## src/rtl/nrdiv_pkg.sv

```systemverilog
// Package: shared types for the sequential non-restoring divider.
// Assumes nothing beyond IEEE 1800-2017.
package nrdiv_pkg;

    // Sequencer phases: waiting, iterating, final sign correction
    typedef enum logic [1:0] {
        PH_IDLE = 2'd0,
        PH_STEP = 2'd1,
        PH_FIX  = 2'd2
    } div_phase_e;

endpackage

```

## src/rtl/nrdiv_addsub.sv

```systemverilog
// Module: nrdiv_addsub
// Ripple add/subtract unit of W bits. When sub is 1 it returns a - b
// (by inverting b and forcing a carry in); otherwise it returns a + b.
// The carry out is dropped, because the caller works modulo 2^W.
module nrdiv_addsub #(
    parameter int W = 9
) (
    input  logic [W-1:0] a,
    input  logic [W-1:0] b,
    input  logic         sub,
    output logic [W-1:0] y
);
    logic [W-1:0] b_eff;
    logic [W:0]   cy;

    // Operand inversion for subtraction
    always_comb b_eff = b ^ {W{sub}};

    assign cy[0] = sub;

    genvar i;
    generate
        for (i = 0; i < W; i++) begin : g_fa
            // One full-adder slice
            assign y[i]    = a[i] ^ b_eff[i] ^ cy[i];
            assign cy[i+1] = (a[i] & b_eff[i]) | (cy[i] & (a[i] ^ b_eff[i]));
        end
    endgenerate
endmodule

```

## src/rtl/nrdiv_ctrl.sv

```systemverilog
// Module: nrdiv_ctrl
// Sequencer for the divider. It accepts start only while idle. It then
// runs N step cycles followed by one correction cycle and raises done
// for one cycle. A zero divisor skips the iteration and finishes in one
// cycle. Assumes N >= 2.
module nrdiv_ctrl
    import nrdiv_pkg::*;
#(
    parameter int N = 8
) (
    input  logic       clk,
    input  logic       rst_n,
    input  logic       start,
    input  logic       div_zero,
    output div_phase_e phase,
    output logic       load_run,
    output logic       load_zero,
    output logic       step,
    output logic       fix,
    output logic       done,
    output logic       dz
);
    localparam int CW = $clog2(N + 1);
    localparam logic [CW-1:0] LAST = CW'(N - 1);

    logic [CW-1:0] cnt;

    // Decode the datapath strobes from the phase
    always_comb begin
        load_run  = (phase == PH_IDLE) && start && !div_zero;
        load_zero = (phase == PH_IDLE) && start && div_zero;
        step      = (phase == PH_STEP);
        fix       = (phase == PH_FIX);
    end

    // Phase register, step counter, done pulse and zero-divisor flag
    always_ff @(posedge clk) begin
        if (!rst_n) begin
            phase <= PH_IDLE;
            cnt   <= '0;
            done  <= 1'b0;
            dz    <= 1'b0;
        end else begin
            done <= 1'b0;
            unique case (phase)
                PH_IDLE: begin
                    if (load_run) begin
                        phase <= PH_STEP;
                        cnt   <= '0;
                        dz    <= 1'b0;
                    end else if (load_zero) begin
                        done <= 1'b1;
                        dz   <= 1'b1;
                    end
                end
                PH_STEP: begin
                    if (cnt == LAST) phase <= PH_FIX;
                    else             cnt   <= cnt + 1'b1;
                end
                PH_FIX: begin
                    phase <= PH_IDLE;
                    done  <= 1'b1;
                end
                default: phase <= PH_IDLE;
            endcase
        end
    end

    // the counter advances by one in every step cycle before the last
    a_r1_step_count: assert property (@(posedge clk) disable iff (!rst_n)
        (phase == PH_STEP && cnt != LAST) |=> (phase == PH_STEP && cnt == $past(cnt) + 1'b1));

    // the correction cycle is followed by done and a return to idle
    a_r1_fix_then_done: assert property (@(posedge clk) disable iff (!rst_n)
        (phase == PH_FIX) |=> (done && phase == PH_IDLE));

    // done never lasts two cycles
    a_r5_done_single: assert property (@(posedge clk) disable iff (!rst_n)
        done |=> !done);

    // start is not accepted while busy
    a_r6_busy_ignores: assert property (@(posedge clk) disable iff (!rst_n)
        (phase == PH_STEP && start) |=> (phase != PH_IDLE));
endmodule

```

## src/rtl/nrdiv_core.sv

```systemverilog
// Module: nrdiv_core
// Datapath. It holds the (N+1)-bit signed partial remainder and the
// N-bit quotient/dividend as one shifting pair, plus the captured
// divisor. Each step shifts the pair left and then adds or subtracts
// the divisor in the upper part only. Assumes at most one strobe per
// cycle and N >= 2.
module nrdiv_core #(
    parameter int N = 8
) (
    input  logic         clk,
    input  logic         rst_n,
    input  logic         load_run,
    input  logic         load_zero,
    input  logic         step,
    input  logic         fix,
    input  logic [N-1:0] dividend,
    input  logic [N-1:0] divisor,
    output logic [N-1:0] quot,
    output logic [N-1:0] rem,
    output logic [N-1:0] div_held,
    output logic         rem_neg
);
    localparam int PW = N + 1;

    logic [PW-1:0] part;
    logic [N-1:0]  qreg;
    logic [N-1:0]  dreg;
    logic [PW-1:0] shifted;
    logic [PW-1:0] op_a;
    logic          op_sub;
    logic [PW-1:0] result;

    // Shifted partial remainder and operand selection for the single adder
    always_comb begin
        shifted = {part[PW-2:0], qreg[N-1]};
        op_a    = fix ? part : shifted;
        op_sub  = fix ? 1'b0 : !part[PW-1];
    end

    nrdiv_addsub #(.W(PW)) u_alu (
        .a   (op_a),
        .b   ({1'b0, dreg}),
        .sub (op_sub),
        .y   (result)
    );

    // Register update: load, iterate or correct
    always_ff @(posedge clk) begin
        if (!rst_n) begin
            part <= '0;
            qreg <= '0;
            dreg <= '0;
        end else if (load_run) begin
            part <= '0;
            qreg <= dividend;
            dreg <= divisor;
        end else if (load_zero) begin
            part <= {1'b0, dividend};
            qreg <= '1;
            dreg <= divisor;
        end else if (step) begin
            part <= result;
            qreg <= {qreg[N-2:0], !result[PW-1]};
        end else if (fix && part[PW-1]) begin
            part <= result;
        end
    end

    always_comb begin
        quot     = qreg;
        rem      = part[N-1:0];
        div_held = dreg;
        rem_neg  = part[PW-1];
    end

    // after the correction cycle the partial remainder is non-negative
    a_r2_fix_nonneg: assert property (@(posedge clk) disable iff (!rst_n)
        fix |=> !part[PW-1]);

    // a negative partial remainder is never followed by a subtraction
    a_r2_add_after_neg: assert property (@(posedge clk) disable iff (!rst_n)
        (step && part[PW-1]) |-> !op_sub);
endmodule

```

## src/rtl/seq_nr_divider.sv

```systemverilog
// Module: seq_nr_divider
// Top of the sequential non-restoring unsigned divider. It ties the
// sequencer to the datapath. Operands are sampled on a start pulse
// while idle, and results stay valid from done until the next start.
// Assumes N >= 2.
module seq_nr_divider
    import nrdiv_pkg::*;
#(
    parameter int N = 8
) (
    input  logic         clk,
    input  logic         rst_n,
    input  logic         start,
    input  logic [N-1:0] dividend,
    input  logic [N-1:0] divisor,
    output logic         done,
    output logic [N-1:0] quotient,
    output logic [N-1:0] remainder,
    output logic         div_by_zero
);
    div_phase_e   phase;
    logic         load_run, load_zero, step, fix;
    logic [N-1:0] div_held;
    logic         rem_neg;
    logic         div_zero;

    // Zero-divisor detection on the live operand
    always_comb div_zero = (divisor == '0);

    nrdiv_ctrl #(.N(N)) u_ctrl (
        .clk       (clk),
        .rst_n     (rst_n),
        .start     (start),
        .div_zero  (div_zero),
        .phase     (phase),
        .load_run  (load_run),
        .load_zero (load_zero),
        .step      (step),
        .fix       (fix),
        .done      (done),
        .dz        (div_by_zero)
    );

    nrdiv_core #(.N(N)) u_core (
        .clk       (clk),
        .rst_n     (rst_n),
        .load_run  (load_run),
        .load_zero (load_zero),
        .step      (step),
        .fix       (fix),
        .dividend  (dividend),
        .divisor   (divisor),
        .quot      (quotient),
        .rem       (remainder),
        .div_held  (div_held),
        .rem_neg   (rem_neg)
    );

    // a finished non-zero division leaves the remainder below the divisor
    a_r2_rem_below: assert property (@(posedge clk) disable iff (!rst_n)
        (done && !div_by_zero) |-> (remainder < div_held));

    // the partial remainder is never negative while idle
    a_r2_idle_nonneg: assert property (@(posedge clk) disable iff (!rst_n)
        (phase == PH_IDLE) |-> !rem_neg);

    // a zero divisor returns an all-ones quotient
    a_r3_zero_ones: assert property (@(posedge clk) disable iff (!rst_n)
        (done && div_by_zero) |-> (quotient == '1));

    // results hold while idle without a start
    a_r7_hold_idle: assert property (@(posedge clk) disable iff (!rst_n)
        (phase == PH_IDLE && !start) |=> ($stable(quotient) && $stable(remainder) && $stable(div_by_zero)));
endmodule

```

## config.mk

```make
export PLATFORM = sky130hd
export DESIGN_NAME = seq_nr_divider
export DESIGN_NICKNAME = d
export VERILOG_FILES = /design/src/rtl/nrdiv_pkg.sv /design/src/rtl/nrdiv_addsub.sv /design/src/rtl/nrdiv_ctrl.sv /design/src/rtl/nrdiv_core.sv /design/src/rtl/seq_nr_divider.sv
export SDC_FILE = /design/constraint.sdc
export NUM_CORES = 1
export LEC_CHECK = 0
export CORE_MARGIN = 1.5
export CORE_UTILIZATION = 30
export CTS_BUF_LIST = sky130_fd_sc_hd__clkbuf_4 sky130_fd_sc_hd__clkbuf_8
export DETAILED_ROUTE_END_ITERATION = 10
export MAX_ROUTING_LAYER = met4
export PLACE_DENSITY = 0.62
export SLEW_MARGIN = 20
export SYNTH_ARGS = -nofsm -noshare
export SYNTH_HDL_FRONTEND = slang
export SYNTH_SLANG_ARGS = --single-unit
```

## constraint.sdc

```tcl
create_clock -name clk -period 4.3 [get_ports clk]
set_input_delay 0.43 -clock clk [delete_from_list [all_inputs] [get_ports clk]]
set_output_delay 0.43 -clock clk [all_outputs]
set_load 0.1 [all_outputs]
```

==> results_dict.tcl <==
set metrics [dict create \
    die_h_um 80.3 \
    gp_congestion 0.826 \
    dp_slack_ps 15.5 \
    area_delta_synth_final_pct 30.3 \
    cp-startpoint "u_ctrl.phase[1]" \
    initial_utilization_pct 31.8 \
    min_period_over_period_pct 93.2 \
    final_cell_mix "clkdlybuf4s50_1 (36), dfxtp_1 (30), nor2_1 (26)" \
    nFillCells 558 \
    routed_via_density 4.80 \
    path_clk_slew_ps 60 \
    ant_nets 0 \
    finalCoreUtilization_pct 41.5 \
    critPathRequiredTime_ps 4490 \
    dpl_cell_area_um2 2250 \
    synth-seq-cells 33 \
    n_antenna_cell 0 \
    stdcell_area_um2 2340 \
    grt_pass1_wl_um 6890 \
    crit_path_end_kind "register" \
    io_pins 37 \
    path_depth 18 \
    grt_start_max_net_pins 21 \
    mostFrequentLayoutCell "clkdlybuf4s50_1" \
    slowest_delay_ps 400 \
    dp_hpwl_um 3160 \
    yosys_warnings 0 \
    finalHoldViolations 0 \
    holdBufCountCts 0 \
    maxSlewHeadroom_pct 34.0 \
    timing.fmax_mhz 250 \
    numPortBuffers 36 \
    path_cells "nor2b_4 -> mux2i_2 -> nor2b_1 -> nor2_1 -> fa_1 -> fa_1 -> fa_2 -> fa_1 -> inv_1 -> fa_1 -> inv_1 -> fa_1 -> inv_1 -> fa_1 -> xor2_1 -> xnor2_1 -> o22ai_1 -> o31ai_1" \
    syn_inst 198 \
    cp_common_cell "fa_1" \
    power_density_nw_per_um2 383 \
    rows 27 \
    dieWidth_um 80.3 \
    hold_start "u_core.quot[4]" \
    drt_iter0_drc 61 \
    antenna_found_initial 0 \
    worst_ep_arrival_time_ps 4200 \
    wl_um 4180 \
    syn-num-nets 225 \
    cts.sinks 33 \
    finalSetupViolations 0 \
    syn-cell-area_um2 1790 \
    synth_cell_type_count 42 \
    cap_violations 0 \
    vdd_drop_max_mv 0.166 \
    holdWs_ps 474 \
    critical-path-top-delay-family "adder cells" \
    slew_violations 0 \
    cts_buffers 5 \
    first_pass_iters 4 \
    routedWlPerCell_um 13.5 \
    grt.overflow.total 0 \
    start_kind "register" \
    drcViolationCount 0 \
    hold_depth 2 \
    rsz0062_at_grt "no" \
    cts_buffer_depth 2 \
    clock_latency_ps 280 \
    synth-seq-area-share_pct 36.8 \
    worst_pin_slew_ps 987 \
    critPathMaxFanout 5 \
    num-nets-final 265 \
    htree_levels 2 \
    grt_use_total_pct 14.5 \
    leakagePower_nw 0.854 \
    core-area_um2 5640 \
    timing.final.ws_setup_ps 292 \
    critical_path_class "reg -> reg" \
    skew_ps 4.03 \
    synth.avg_cell_area_um2 9.06 \
    rr_startpoint "u_ctrl.phase[1]" \
    cts_root_buffer "clkbuf_8" \
    grt_pass1_vias 1424 \
    r2r_cells 18 \
    via_count 1482 \
    worstHoldPathType "reg -> reg" \
    path_buf_inv 3 \
    critPathSlowestCell "fa_1" \
    drive_gt1_share_pct 15.2 \
    tns_ps 0 \
    status "finished, final reports clean" \
    tritoncts "yes" \
    die-area_um2 6450 \
    fin_crit_ps 4010 \
]
-- cell usage after synthesis --
| library cell | count | area share (%) |
|---|---|---|
| buf_2 | 2 | 0.56 |
| a21o_1 | 1 | 0.42 |
| o21ai_0 | 10 | 2.8 |
| buf_4 | 1 | 0.42 |
| a221oi_2 | 4 | 3.3 |
| nand2b_1 | 1 | 0.35 |
| or4_4 | 1 | 0.63 |
| nand2_1 | 21 | 4.4 |
| a22oi_1 | 2 | 0.84 |
| or4_1 | 1 | 0.42 |
| nor4_4 | 1 | 1.2 |
| clkbuf_1 | 5 | 1.0 |
| nand2_2 | 1 | 0.35 |
| nor2b_1 | 4 | 1.4 |
| nor2_1 | 26 | 5.4 |
| nor2_2 | 2 | 0.70 |
| a211o_2 | 1 | 0.56 |
| o22ai_1 | 1 | 0.35 |
| a31oi_1 | 1 | 0.35 |
| o31ai_1 | 1 | 0.42 |
| a21oi_1 | 21 | 5.9 |
| or2b_2 | 1 | 0.49 |
| o21ai_2 | 1 | 0.49 |
| nor3_1 | 2 | 0.56 |
| a22oi_2 | 1 | 0.70 |
| xor2_1 | 4 | 2.0 |
| fa_1 | 7 | 7.8 |
| nor3b_1 | 1 | 0.42 |
| and4b_1 | 1 | 0.56 |
| mux2_2 | 3 | 1.9 |
| xnor2_1 | 7 | 3.4 |
| dfxtp_1 | 33 | 37 |
| nand4_1 | 1 | 0.35 |
| buf_6 | 1 | 0.63 |
| a21oi_2 | 1 | 0.49 |
| nand3b_1 | 1 | 0.42 |
| inv_1 | 5 | 1.0 |
| and2_1 | 2 | 0.70 |
| nand3_1 | 2 | 0.56 |
| o21bai_1 | 1 | 0.42 |
| mux2i_1 | 14 | 7.8 |
| ha_1 | 1 | 0.70 |
-- kinds of logic (layout without fill, tap and decap cells) --
logic type	Yosys count	in the layout	share of synthesized area (%)
AND/OR/NAND/NOR	69	69	18.9
flip-flops	33	33	36.8
adder cells (fa/ha/maj)	8	8	8.51
multiplexers	17	17	9.69
buffers and inverters	14	53	3.70
AO/OA/AOI/OAI	46	46	17.0
XOR/XNOR	11	11	5.37
-- metal layers --
| metal | vias up | global-route usage, % | routed length, µm | part of all wire, % |
|---|---|---|---|---|
| met5 | - | - | 0 | 0 |
| met4 | 0 | 5.17 | 39 | 0.93 |
| met3 | 4 | 3.18 | 192 | 4.6 |
| met2 | 38 | 21.1 | 1820 | 44 |
| met1 | 683 | 19.7 | 2120 | 51 |
| li1 | 757 | - | - | - |
-- power by group --
group,switching [mW],internal (mW),total [mW]
Clock,0.103,0.106,0.210
Sequential,0.0222,0.329,0.351
Combinational,0.214,0.120,0.334
Total,0.340,0.556,0.895
-- final timing paths --
check	endpoint	slack [ps]
max	u_core.quot[0]	290
min	u_core.quot[4]	470
max reg2reg	u_core.quot[0]	290
min reg2reg	u_core.quot[4]	470
-- state kept, by name, indices dropped and copies added, names as in the netlist --
signal / cells
u_core.div_held: 8
u_core.part: 9
u_ctrl.done: 1
u_ctrl.phase: 2
u_ctrl.dz: 1
u_core.quot: 8
u_ctrl.cnt: 4
-- layout make-up --
class | count | area (µm²) | area share (%)
Timing Repair Buffer | 42 | 405 | 17.3
Clock inverter | 1 | 5.00 | 0.214
Tap cell | 72 | 90.1 | 3.85
Inverter | 5 | 18.8 | 0.803
Multi-Input combinational cell | 151 | 1090 | 46.4
Sequential cell | 33 | 664 | 28.4
Clock buffer | 5 | 68.8 | 2.94
-- through the flow --
| stage | power [mW] | cells |
|---|---|---|
| global placement | 0.688 | 303 |
| floorplan | 0.605 | 198 |
| CTS | 0.907 | 309 |
| detailed placement | 0.692 | 303 |
| global route | 0.951 | 309 |
| finish | 0.895 | 309 |
-- tightest hold or removal path, stage by stage (launching register included) --
cell and delay, ps:
dfxtp_1 320, nand2_1 60, a21oi_1 50
-- repair_timing --
action,CTS,global route
endpoints found under the setup margin,1,1
setup buffers,0,0
gates resized for setup,1,3
Note: power is estimated with default switching activity, not from simulation.
